<file path="config.mk">
export PLATFORM = sky130hd
export DESIGN_NAME = fwd_unit
export DESIGN_NICKNAME = d
export VERILOG_FILES = /design/src/rtl/fwd_pkg.sv /design/src/rtl/fwd_match.sv /design/src/rtl/fwd_prio.sv /design/src/rtl/fwd_unit.sv
export SDC_FILE = /design/constraint.sdc
export NUM_CORES = 1
export LEC_CHECK = 0
export CAP_MARGIN = 15
export CORE_AREA = 2 2 39 41
export DETAILED_ROUTE_END_ITERATION = 8
export DIE_AREA = 0 0 41 43
export REMOVE_ABC_BUFFERS = 1
export SLEW_MARGIN = 20
export SYNTH_ARGS = -nofsm -noshare
export SYNTH_HDL_FRONTEND = slang
export SYNTH_HIERARCHICAL = 1
export SYNTH_SLANG_ARGS = --single-unit
</file>
<file path="constraint.sdc">
create_clock -name vclk -period 1.7
set_clock_uncertainty 0.05 [all_clocks]
set_input_delay 0.255 -clock vclk [all_inputs]
set_output_delay 0.255 -clock vclk [all_outputs]
set_load 0.01 [all_outputs]
</file>
<file path="src/rtl/fwd_pkg.sv">
package fwd_pkg;

    // Operand source codes; bit positions are decoded by the operand mux.
    typedef enum logic [1:0] {
        SEL_RF  = 2'b00,
        SEL_MWB = 2'b01,
        SEL_EXM = 2'b10
    } fwd_sel_e;

    // Producing stages in priority order: index 0 is the newest.
    localparam int STAGE_CNT = 2;
    localparam int OP_CNT    = 2;

    function automatic fwd_sel_e stage_code(input int stg);
        fwd_sel_e code;
        if (stg == 0) code = SEL_EXM;
        else          code = SEL_MWB;
        return code;
    endfunction

endpackage

</file>
<file path="src/rtl/fwd_match.sv">
module fwd_match #(
    parameter int REG_W = 5
) (
    input  logic [REG_W-1:0] src_idx,
    input  logic [REG_W-1:0] dst_idx,
    input  logic             dst_wen,
    output logic             hit
);
    localparam logic [REG_W-1:0] ZERO_REG = '0;

    logic dst_live;
    logic idx_eq;

    always_comb begin
        dst_live = dst_wen && (dst_idx != ZERO_REG);
        idx_eq   = (dst_idx == src_idx);
        hit      = dst_live && idx_eq;
    end

endmodule

</file>
<file path="src/rtl/fwd_prio.sv">
module fwd_prio
    import fwd_pkg::*;
#(
    parameter int N_STG = STAGE_CNT
) (
    input  logic [N_STG-1:0] hits,
    output fwd_sel_e         sel
);
    // Walk from oldest to newest so the newest match is written last.
    always_comb begin
        sel = SEL_RF;
        for (int s = N_STG - 1; s >= 0; s--) begin
            if (hits[s]) sel = stage_code(s);
        end
    end


    newest_wins_chk: assert final (!hits[0] || sel == SEL_EXM);

endmodule

</file>
<file path="src/rtl/fwd_unit.sv">
module fwd_unit
    import fwd_pkg::*;
#(
    parameter int REG_W = 5
) (
    input  logic [REG_W-1:0] src_a_idx,
    input  logic [REG_W-1:0] src_b_idx,
    input  logic [REG_W-1:0] exm_dst,
    input  logic             exm_wen,
    input  logic [REG_W-1:0] mwb_dst,
    input  logic             mwb_wen,
    output logic [1:0]       sel_a,
    output logic [1:0]       sel_b
);
    localparam logic [REG_W-1:0] ZERO_REG = '0;

    logic [REG_W-1:0] op_src  [OP_CNT];
    logic [REG_W-1:0] stg_dst [STAGE_CNT];
    logic             stg_wen [STAGE_CNT];
    fwd_sel_e         op_sel  [OP_CNT];

    always_comb begin
        op_src[0]  = src_a_idx;
        op_src[1]  = src_b_idx;
        stg_dst[0] = exm_dst;
        stg_wen[0] = exm_wen;
        stg_dst[1] = mwb_dst;
        stg_wen[1] = mwb_wen;
    end

    for (genvar op = 0; op < OP_CNT; op++) begin : g_op
        logic [STAGE_CNT-1:0] hits;
        for (genvar st = 0; st < STAGE_CNT; st++) begin : g_stg
            fwd_match #(.REG_W(REG_W)) u_match (
                .src_idx (op_src[op]),
                .dst_idx (stg_dst[st]),
                .dst_wen (stg_wen[st]),
                .hit     (hits[st])
            );
        end
        fwd_prio #(.N_STG(STAGE_CNT)) u_prio (
            .hits (hits),
            .sel  (op_sel[op])
        );
    end

    assign sel_a = op_sel[0];
    assign sel_b = op_sel[1];


    a_exm_src_chk: assert final (sel_a != 2'b10 ||
        (exm_wen && exm_dst != ZERO_REG && exm_dst == src_a_idx));

    b_exm_src_chk: assert final (sel_b != 2'b10 ||
        (exm_wen && exm_dst != ZERO_REG && exm_dst == src_b_idx));

    a_mwb_src_chk: assert final (sel_a != 2'b01 ||
        (mwb_wen && mwb_dst != ZERO_REG && mwb_dst == src_a_idx));

    b_mwb_src_chk: assert final (sel_b != 2'b01 ||
        (mwb_wen && mwb_dst != ZERO_REG && mwb_dst == src_b_idx));

    no_wen_chk: assert final ((exm_wen || mwb_wen) ||
        (sel_a == 2'b00 && sel_b == 2'b00));

    zero_src_chk: assert final ((src_a_idx != ZERO_REG || sel_a == 2'b00) &&
        (src_b_idx != ZERO_REG || sel_b == 2'b00));

    legal_code_chk: assert final (sel_a != 2'b11 && sel_b != 2'b11);

endmodule

</file>
---- After elaboration in Yosys (flattened, before gate mapping) ----
Index checks and enable logic that the tools add are counted.
cells by class
  equal/unequal tests ..................... 4
  reduce and logical (&&, ||, !) cells .... 8
  muxes and demuxes ....................... 4
operator list
  kind                number
  == test 5 bit       4
  nonzero test 5 bit  2
  logical AND 1 bit   6
  2-to-1 mux 2 bit    2
  2-to-1 mux 1 bit    2
storage, ports and cells
  bits in registers ....................... 0
  word-level logic and storage cells ...... 16
  bits of input ports ..................... 22
  output and inout bits ................... 4

---- Longest topological paths before layout ----
Gate-level depths: netlist of the first run.
  depth after elaboration ................. 5
  mapped depth ............................ 4
  depth with buffers taken out ............ 4

---- By module ----
The synthesis of the first run kept the hierarchy.
modules (own cells, without submodules)
  module     sequential area each (um^2)  cells an instance  area each (um^2)  instances
  fwd_match  0.0                          10                 76.3              4
  fwd_prio   0.0                          2                  21.3              2

---- Worst setup path before layout of the first run ----
No wires, ideal clock.
  path kind ............................... input to output
  from .................................... input src_a_idx[3]
  to ...................................... output sel_a[1]
  required time ........................... 1.395 ns
  slack ................................... 0.452 ns
  path buffers ............................ 1
  cell stages on the path ................. 4
  arrival time ............................ 0.943 ns
  cells stage by stage .................... xor2_1 nor3_1 and4_1 buf_4
between the ends
  word-level cells in the longest chain between the ends .. 3
ends and longest elaborated chain
  element                    line             source
  start, declared            fwd_unit.sv:6    input logic [REG_W-1:0] src_a_idx,
  == test 5 bit              fwd_match.sv:16  idx_eq = (dst_idx == src_idx);
  logical AND 1 bit          fwd_match.sv:17  hit = dst_live && idx_eq;
  named net g_op[0].hits[0]  fwd_unit.sv:32   logic [STAGE_CNT-1:0] hits;
  2-to-1 mux 2 bit           fwd_prio.sv:13   if (hits[s]) sel = stage_code(s);
  end, declared              fwd_unit.sv:12   output logic [1:0] sel_a,
The timed path passes the listed nets, and every way through them passes these cells.

---- Final worst setup path of the first run ----
  from .................................... input src_a_idx[3]
  to ...................................... output sel_a[0]
between the ends
  word-level cells in the longest chain between the ends .. 4
  elaborated cells between the ends (all ways) .. 6
  classes of those cells .................. eq/ne (2); mux (2); reduce/logical (2)
ends and longest elaborated chain
  element             line
  == test 5 bit       fwd_match.sv:16
  logical AND 1 bit   fwd_match.sv:17
  2-to-1 mux 1 bit    fwd_prio.sv:13
  2-to-1 mux 2 bit *  fwd_prio.sv:13
Every way passes the cells marked *; elsewhere a longest branch is shown, timed or not.

==> results of run 1 <==
[worst max-delay path: stages]
cell	delay, ns
dlygate4sd2_1	0.27
xor2_1	0.18
nor3_2	0.18
and4_4	0.26
nor2b_4	0.04
buf_2	0.13
[worst max-delay path by stage]
stage                 startpoint  endpoint  slack [ns]
finish              src_a_idx[3]  sel_a[0]        0.08
global route        src_b_idx[1]  sel_b[0]        0.02
CTS                 src_a_idx[2]  sel_a[1]       0.007
detailed placement    exm_dst[3]  sel_b[0]       -0.63
global placement      exm_dst[3]  sel_b[0]       -0.63
floorplan             exm_dst[0]  sel_a[0]        0.45
[through the flow]
step	total power, mW	hold WS (ns)	setup slack (ns)
floorplan	0.0430	0.648	0.447
global placement	0.133	1.55	-0.628
detailed placement	0.134	1.55	-0.634
CTS	0.126	1.17	0.00687
global route	0.141	1.08	0.0174
finish	0.131	1.03	0.0754
[timing repair]
action                                  in CTS  in global routing
endpoints found under the hold margin        0                  0
endpoints found under the setup margin       4                  3
gates resized for setup                     55                  9
hold buffers                                 0                  0
pin swaps                                   16                  4
[per-layer routing]
metal,up-vias,GRT usage,share of wire
li1,212,-,-
met1,197,0.158,0.40
met2,11,0.234,0.55
met3,0,0,0.048
met4,0,0,0
met5,-,0,0
[power groups by stage]
stage | clock network, mW | logic, mW | registers (mW)
finish | 0 | 0.131 | 0
global route | 0 | 0.141 | 0
CTS | 0 | 0.126 | 0
detailed placement | 0 | 0.134 | 0
global placement | 0 | 0.133 | 0
floorplan | 0 | 0.0430 | 0
[cell type report]
type                            instances  area [sq um]
Multi-Input combinational cell         42           373
Tap cell                               16          20.0
Fill cell                             156           743
Timing Repair Buffer                   31           248
[placed cells by master, fill, tap and decap left out]
| cell | instances |
|---|---|
| nor4_2 | 2 |
| clkdlybuf4s50_1 | 2 |
| and4_4 | 2 |
| clkbuf_2 | 1 |
| nor3_2 | 2 |
| xnor2_1 | 3 |
| nand2_1 | 4 |
| buf_4 | 5 |
| nor3_1 | 2 |
| nor4_4 | 2 |
| dlygate4sd2_1 | 12 |
| clkdlybuf4s15_2 | 4 |
| buf_2 | 7 |
| xor2_1 | 12 |
| nor2b_4 | 2 |
| xnor2_2 | 1 |
| and4_1 | 2 |
| o21ai_1 | 4 |
| or2_0 | 4 |
[cells by family after synthesis]
family | count (synthesis)
buffers and inverters | 2
AOI/OAI and AO/OA | 4
xor gates and xnor gates | 16
and+or+nand+nor | 22
==> flow_summary.html, run 1 <==
<table>
<tr><th>Metric</th><th>Value</th></tr>
<tr><th colspan="2">Outcome</th></tr>
<tr><td>Result of the run</td><td>finished, final reports clean</td></tr>
<tr><th colspan="2">Detailed routing</th></tr>
<tr><td>Routed len/inst</td><td>about 13 um</td></tr>
<tr><td>Vias after detailed routing</td><td>420</td></tr>
<tr><td>1st-iter DRT viols</td><td>0</td></tr>
<tr><td>Number of detailed-route iterations in the first pass</td><td>1</td></tr>
<tr><td>Post-detailed-route DRC marker count</td><td>0</td></tr>
<tr><td>Wire length reported by the detailed router</td><td>1160 um</td></tr>
<tr><td>Number of routed nets with antenna violations</td><td>0</td></tr>
<tr><td>Vias/cell</td><td>between 4 and 5</td></tr>
<tr><th colspan="2">Worst setup path</th></tr>
<tr><td>Arr. time, crit path</td><td>1.32 ns</td></tr>
<tr><td>Setup crit start kind</td><td>primary input</td></tr>
<tr><td>Data required time at the worst endpoint</td><td>around 1.4 ns</td></tr>
<tr><td>Crit end category</td><td>primary output</td></tr>
<tr><td>Max FO, Critical Path</td><td>2</td></tr>
<tr><td>Start-to-end type of the worst setup path</td><td>primary input to primary output</td></tr>
<tr><th colspan="2">Global routing</th></tr>
<tr><td>Vias in the first global route</td><td>410</td></tr>
<tr><td>Overall fraction of global-route tracks in use</td><td>0.125</td></tr>
<tr><td>Pin count of the biggest net entering global routing</td><td>5</td></tr>
<tr><td>Initial antenna violation count</td><td>0</td></tr>
<tr><td>Congestion Overflow GR</td><td>0</td></tr>
<tr><td>Wire length of the first global-routing pass</td><td>1600 um</td></tr>
<tr><th colspan="2">Logic synthesis</th></tr>
<tr><td>Part of the Yosys area used for sequential elements</td><td>0</td></tr>
<tr><td>Yosys cell types</td><td>10</td></tr>
<tr><td>Share of the synthesized area in the top cell type</td><td>0.302</td></tr>
<tr><td>Multiplexer share of the synthesized area</td><td>0</td></tr>
<tr><td>Dominant cell type by area after synthesis</td><td>xor2_1</td></tr>
<tr><td>Post-Synth Simple-Gate Area</td><td>0.496</td></tr>
<tr><td>Compound-gate portion of the synthesized area</td><td>0.0576</td></tr>
<tr><td>Synth Instances</td><td>44</td></tr>
<tr><td>Adder and majority gate portion of the synthesized area</td><td>0</td></tr>
<tr><td>Synth warn</td><td>6</td></tr>
<tr><td>Avg Synthesized Cell Area</td><td>7.91 sq um</td></tr>
<tr><td>Cell with the most instances after synthesis</td><td>xor2_1</td></tr>
<tr><td>Combined area of all synthesized cells</td><td>348 sq um</td></tr>
<tr><td>Main combinational cell family by area after synthesis</td><td>simple AND/OR/NAND/NOR gates</td></tr>
<tr><td>Post-Synth XOR/XNOR Area</td><td>0.403</td></tr>
<tr><td>Most area-consuming cells after synthesis</td><td>xor2_1 30%, nor4_2 14%, and4_1 10%</td></tr>
<tr><th colspan="2">Floorplanning</th></tr>
<tr><td>Placeable core region</td><td>0.00138 sq mm</td></tr>
<tr><td>Count of standard-cell rows</td><td>14</td></tr>
<tr><td>Initial Utilization</td><td>0.251</td></tr>
<tr><td>Overall die width</td><td>~41 um</td></tr>
<tr><td>Die area</td><td>0.00176 sq mm</td></tr>
<tr><td>I/O pin count</td><td>26</td></tr>
<tr><td>Die Span Y</td><td>43 um</td></tr>
<tr><th colspan="2">Cells and area</th></tr>
<tr><td>Diodes inserted</td><td>0</td></tr>
<tr><td>Layout-stage area growth over the synthesis result</td><td>84.2%</td></tr>
<tr><td>Share of post-route cells with drive strength above 1</td><td>0.384</td></tr>
<tr><td># nets final</td><td>97</td></tr>
<tr><td>Fraction of the core area covered by cells at the end of the flow</td><td>0.463</td></tr>
<tr><td>Area of all placed cells without fillers</td><td>around 640 sq um</td></tr>
<tr><td>Sequential cell area</td><td>0 sq um</td></tr>
<tr><td>Post-Layout Cell Count</td><td>89</td></tr>
<tr><td>Seq cells</td><td>0</td></tr>
<tr><td>Number of clock buffers in the layout</td><td>0</td></tr>
<tr><th colspan="2">Worst hold path</th></tr>
<tr><td>Hold_sp</td><td>src_a_idx[4]</td></tr>
<tr><td>Cell depth of the worst min-delay path</td><td>5</td></tr>
<tr><td>Worst min-delay path endpoint</td><td>sel_a[1]</td></tr>
<tr><td>Hold Crit Class</td><td>primary input to primary output</td></tr>
<tr><th colspan="2">Power and ir drop</th></tr>
<tr><td>Clock network power share</td><td>0</td></tr>
<tr><td>Leakage power summed over all cells</td><td>about 0.27 nW</td></tr>
<tr><td>Share of power burned in registers</td><td>0</td></tr>
<tr><td>Proportion of power drawn by combinational gates</td><td>1.000</td></tr>
<tr><td>Share of total power consumed by net switching</td><td>0.473</td></tr>
<tr><td>VDD IR max</td><td>approximately 90 uV</td></tr>
<tr><td>Switching power total</td><td>0.0620 mW</td></tr>
<tr><td>Total internal power</td><td>0.0692 mW</td></tr>
<tr><td>PwrDens</td><td>205 mW/mm^2</td></tr>
<tr><th colspan="2">STA</th></tr>
<tr><td>RSZ-0062 raised after global routing</td><td>false</td></tr>
<tr><td>Period Utilization, post-route</td><td>0.956</td></tr>
<tr><td>Maximum achievable frequency</td><td>616 MHz</td></tr>
<tr><td>Final-layout setup total negative slack</td><td>0 ns</td></tr>
<tr><td>Worst slew slack as a fraction of its limit</td><td>0.860</td></tr>
<tr><td>Number of max-slew violations in the final report</td><td>0</td></tr>
<tr><td>Transition time at the pin with the least slew margin</td><td>0.208 ns</td></tr>
<tr><td>Shortest clock period the worst path allows after layout</td><td>roughly 1.6 ns</td></tr>
<tr><td>Final setup fails</td><td>0</td></tr>
<tr><td>Final number of hold-violating endpoints</td><td>0</td></tr>
<tr><th colspan="2">Place</th></tr>
<tr><td>HPWL after DPL</td><td>884 um</td></tr>
<tr><td>Final GP Congestion</td><td>0.796</td></tr>
<tr><td>Dpl cell area</td><td>between 600 and 700 sq um</td></tr>
<tr><td>Total instance count after detailed placement</td><td>89</td></tr>
<tr><td>IO buf count</td><td>26</td></tr>
<tr><th colspan="2">Flow run</th></tr>
<tr><td>Count of max-cap constraint violations</td><td>0</td></tr>
<tr><th colspan="2">Clock tree</th></tr>
<tr><td>Post-CTS setup buffers</td><td>0</td></tr>
</table>
Note: power is estimated with default switching activity, not from simulation.
==> run 2, diff against run 1 <==
Settings changed: SETUP_SLACK_MARGIN set to 0.4, SLEW_MARGIN 20 to 10, SYNTH_HIERARCHICAL 1 to unset.
==> flow_summary.html, run 2 <==
<table>
<tr><th>Metric</th><th>Value</th></tr>
<tr><th colspan="2">Outcome</th></tr>
<tr><td>Result of the run</td><td>finished with violations (was finished, final reports clean)</td></tr>
<tr><td>Violations in the final reports</td><td>negative setup slack</td></tr>
<tr><th colspan="2">STA</th></tr>
<tr><td>Transition time at the pin with the least slew margin</td><td>0.259 ns (was 0.208 ns)</td></tr>
<tr><td>Tightest hold margin</td><td>1.04 ns (was 1.03 ns)</td></tr>
<tr><td>Number of max-slew violations in the final report</td><td>0 (unchanged)</td></tr>
<tr><td>Period Utilization, post-route</td><td>1.04 (was 0.956)</td></tr>
<tr><td>Final setup fails</td><td>4 (was 0)</td></tr>
<tr><td>Worst slew slack as a fraction of its limit</td><td>0.826 (was 0.860)</td></tr>
<tr><td>Final number of hold-violating endpoints</td><td>0 (unchanged)</td></tr>
<tr><td>Worst setup margin</td><td>-0.0621 ns (was 0.0754 ns)</td></tr>
<tr><td>Final-layout setup total negative slack</td><td>-0.153 ns (was 0 ns)</td></tr>
<tr><td>Maximum achievable frequency</td><td>568 MHz (was 616 MHz)</td></tr>
<tr><td>RSZ-0062 raised after global routing</td><td>true (was false)</td></tr>
<tr><td>Shortest clock period the worst path allows after layout</td><td>1.76 ns (was 1.62 ns)</td></tr>
<tr><th colspan="2">Detailed routing</th></tr>
<tr><td>Highest metal layer with signal wires</td><td>met3 (unchanged)</td></tr>
<tr><td>WL met2</td><td>620 um (was 640 um)</td></tr>
<tr><td>M1 WL</td><td>362 um (was 460 um)</td></tr>
<tr><td>Number of routed nets with antenna violations</td><td>0 (unchanged)</td></tr>
<tr><td>Wire length reported by the detailed router</td><td>1060 um (was 1160 um)</td></tr>
<tr><td>Vias/cell</td><td>4.32 (was 4.72)</td></tr>
<tr><td>Met3 layer wire length in the routed design</td><td>73 um (was 55 um)</td></tr>
<tr><td>Vias after detailed routing</td><td>406 (was 420)</td></tr>
<tr><td>Post-detailed-route DRC marker count</td><td>0 (unchanged)</td></tr>
<tr><td>Number of detailed-route iterations in the first pass</td><td>3 (was 1)</td></tr>
<tr><td>1st-iter DRT viols</td><td>3 (was 0)</td></tr>
<tr><td>Routed len/inst</td><td>11.2 um (was 13.0 um)</td></tr>
<tr><th colspan="2">Floorplanning</th></tr>
<tr><td>I/O pin count</td><td>26 (unchanged)</td></tr>
<tr><td>Initial Utilization</td><td>0.206 (was 0.251)</td></tr>
<tr><td>Count of standard-cell rows</td><td>14 (unchanged)</td></tr>
<tr><td>Overall die width</td><td>41 um (unchanged)</td></tr>
<tr><td>Die Span Y</td><td>43 um (unchanged)</td></tr>
<tr><td>Placeable core region</td><td>0.00138 sq mm (unchanged)</td></tr>
<tr><td>Die area</td><td>0.00176 sq mm (unchanged)</td></tr>
<tr><th colspan="2">Worst setup path</th></tr>
<tr><td>Start-to-end type of the worst setup path</td><td>primary input to primary output (unchanged)</td></tr>
<tr><td>Crit end category</td><td>primary output (unchanged)</td></tr>
<tr><td>Setup crit start kind</td><td>primary input (unchanged)</td></tr>
<tr><td>Max FO, Critical Path</td><td>2 (unchanged)</td></tr>
<tr><td>Data required time at the worst endpoint</td><td>1.39 ns (about the same)</td></tr>
<tr><td>Arr. time, crit path</td><td>1.46 ns (was 1.32 ns)</td></tr>
<tr><th colspan="2">Clock tree</th></tr>
<tr><td>CTS Hold Buffers Added</td><td>0 (unchanged)</td></tr>
<tr><td>Post-CTS setup buffers</td><td>0 (unchanged)</td></tr>
<tr><th colspan="2">Place</th></tr>
<tr><td>IO buf count</td><td>26 (unchanged)</td></tr>
<tr><td>Final GP Congestion</td><td>0.697 (was 0.796)</td></tr>
<tr><td>HPWL after DPL</td><td>892 um (was 884 um)</td></tr>
<tr><th colspan="2">Global routing</th></tr>
<tr><td>Vias in the first global route</td><td>410 (unchanged)</td></tr>
<tr><td>Congestion Overflow GR</td><td>0 (unchanged)</td></tr>
<tr><td>Pin count of the biggest net entering global routing</td><td>4 (was 5)</td></tr>
<tr><td>Overall fraction of global-route tracks in use</td><td>0.140 (was 0.125)</td></tr>
<tr><td>Wire length of the first global-routing pass</td><td>1750 um (was 1600 um)</td></tr>
<tr><td>Initial antenna violation count</td><td>0 (unchanged)</td></tr>
<tr><th colspan="2">Logic synthesis</th></tr>
<tr><td>Most area-consuming cells after synthesis</td><td>xnor2_1 49%, xor2_1 12%, nor4_2 8.8% (was xor2_1 30%, nor4_2 14%, and4_1 10%)</td></tr>
<tr><td>Synth Instances</td><td>36 (was 44)</td></tr>
<tr><td>Synth warn</td><td>0 (was 6)</td></tr>
<tr><td>Dominant cell type by area after synthesis</td><td>xnor2_1 (was xor2_1)</td></tr>
<tr><td>Yosys cell types</td><td>11 (was 10)</td></tr>
<tr><td>Combined area of all synthesized cells</td><td>285 sq um (was 348 sq um)</td></tr>
<tr><td>Cell with the most instances after synthesis</td><td>xnor2_1 (was xor2_1)</td></tr>
<tr><td>Avg Synthesized Cell Area</td><td>7.92 sq um (was 7.91 sq um)</td></tr>
<tr><td>Synth cell count leaders</td><td>16 x xnor2_1, 4 x xor2_1</td></tr>
<tr><td>Share of the synthesized area in the top cell type</td><td>0.491 (was 0.302)</td></tr>
<tr><td>Part of the Yosys area used for sequential elements</td><td>0 (unchanged)</td></tr>
<tr><th colspan="2">Cells and area</th></tr>
<tr><td>Diodes inserted</td><td>0 (unchanged)</td></tr>
<tr><td>Top library cells by usage in the layout, fill and taps aside</td><td>15 x buf_4, 13 x dlygate4sd2_1, 10 x xnor2_1 (was 12 x xor2_1, 12 x dlygate4sd2_1, 7 x buf_2)</td></tr>
<tr><td>Sequential cell area</td><td>0 sq um (unchanged)</td></tr>
<tr><td>Number of clock buffers in the layout</td><td>0 (unchanged)</td></tr>
<tr><td># nets final</td><td>102 (was 97)</td></tr>
<tr><td>Fraction of the core area covered by cells at the end of the flow</td><td>0.562 (was 0.463)</td></tr>
<tr><td>Most common cell after layout, fill and taps aside</td><td>buf_4</td></tr>
<tr><td>Seq cells</td><td>0 (unchanged)</td></tr>
<tr><td>Layout-stage area growth over the synthesis result</td><td>173% (was 84.2%)</td></tr>
<tr><td>Number of fill cells</td><td>135 (was 156)</td></tr>
<tr><td>Area of the multi-input gates</td><td>380 sq um (was 373 sq um)</td></tr>
<tr><td>Share of post-route cells with drive strength above 1</td><td>0.538 (was 0.384)</td></tr>
<tr><th colspan="2">Power and ir drop</th></tr>
<tr><td>PwrDens</td><td>229 mW/mm^2 (was 205 mW/mm^2)</td></tr>
<tr><td>VDD IR max</td><td>124 uV (was 90.2 uV)</td></tr>
<tr><td>Leakage power summed over all cells</td><td>0.344 nW (was 0.274 nW)</td></tr>
<tr><th colspan="2">Worst hold path</th></tr>
<tr><td>Worst min-delay path endpoint</td><td>sel_a[0] (was sel_a[1])</td></tr>
<tr><td>Hold_sp</td><td>src_a_idx[2] (was src_a_idx[4])</td></tr>
<tr><td>Cell depth of the worst min-delay path</td><td>6 (was 5)</td></tr>
<tr><td>Hold Crit Class</td><td>primary input to primary output (unchanged)</td></tr>
<tr><th colspan="2">Flow run</th></tr>
<tr><td>Count of max-cap constraint violations</td><td>0 (unchanged)</td></tr>
</table>
## run 2: timing repair
item | CTS | global route
hold endpoints to repair | 0 | 0
setup endpoints to repair | 4 | 4
gates resized for setup | 65 | 9
pin swaps | 13 | 7
## run 2: worst max-delay path by stage
stage	startpoint	end	slack (ns)
2_1_floorplan	exm_dst[3]	sel_a[0]	-0.004
3_3_place_gp	exm_dst[3]	sel_b[0]	-0.89
3_5_place_dp	exm_dst[3]	sel_a[0]	-0.91
4_1_cts	exm_dst[1]	sel_b[0]	-0.08
5_1_grt	exm_dst[1]	sel_a[0]	-0.13
6_report	exm_dst[1]	sel_b[0]	-0.06
## run 2: layout make-up
class	instances	share of cell area
Timing Repair Buffer	44	0.486
Tap cell	16	0.0257
Multi-Input combinational cell	34	0.489
## run 2: power by group
part	switching, mW	internal [mW]	total, mW
Combinational	0.0728	0.106	0.178
Clock	0	0	0
Sequential	0	0	0
## run 2: metrics by stage
step           area (sq um)  instances  worst slack, ns  power (mW)
5_1_grt                 778         94           -0.135       0.191
6_report                778         94          -0.0621       0.178
2_1_floorplan           270         34         -0.00385      0.0505
4_1_cts                 743         94          -0.0766       0.169
3_5_place_dp            686         94           -0.915       0.158
3_3_place_gp            686         94           -0.887       0.156
## run 2: cell families (layout without fill, tap and decap cells)
| logic type | Yosys count | after routing | share of synthesized area |
|---|---|---|---|
| simple gates | 13 | 13 | 0.303 |
| xor+xnor | 20 | 20 | 0.614 |
| compound gates | 1 | 1 | 0.0307 |
| buf+inv | 2 | 44 | 0.0526 |
## run 2: worst max-delay path, stage by stage
cell and delay, ns:
buf_6 0.09, or4_4 0.54, o21ai_4 0.21, nor4_4 0.06
nor4_2 0.13, buf_2 0.16
## run 2: routing by layer
layer | GRT usage | vias up
li1 | - | 211
met4 | 0 | 0
met1 | 0.160 | 177
met2 | 0.278 | 18
met5 | 0 | -
met3 | 0.00524 | 0
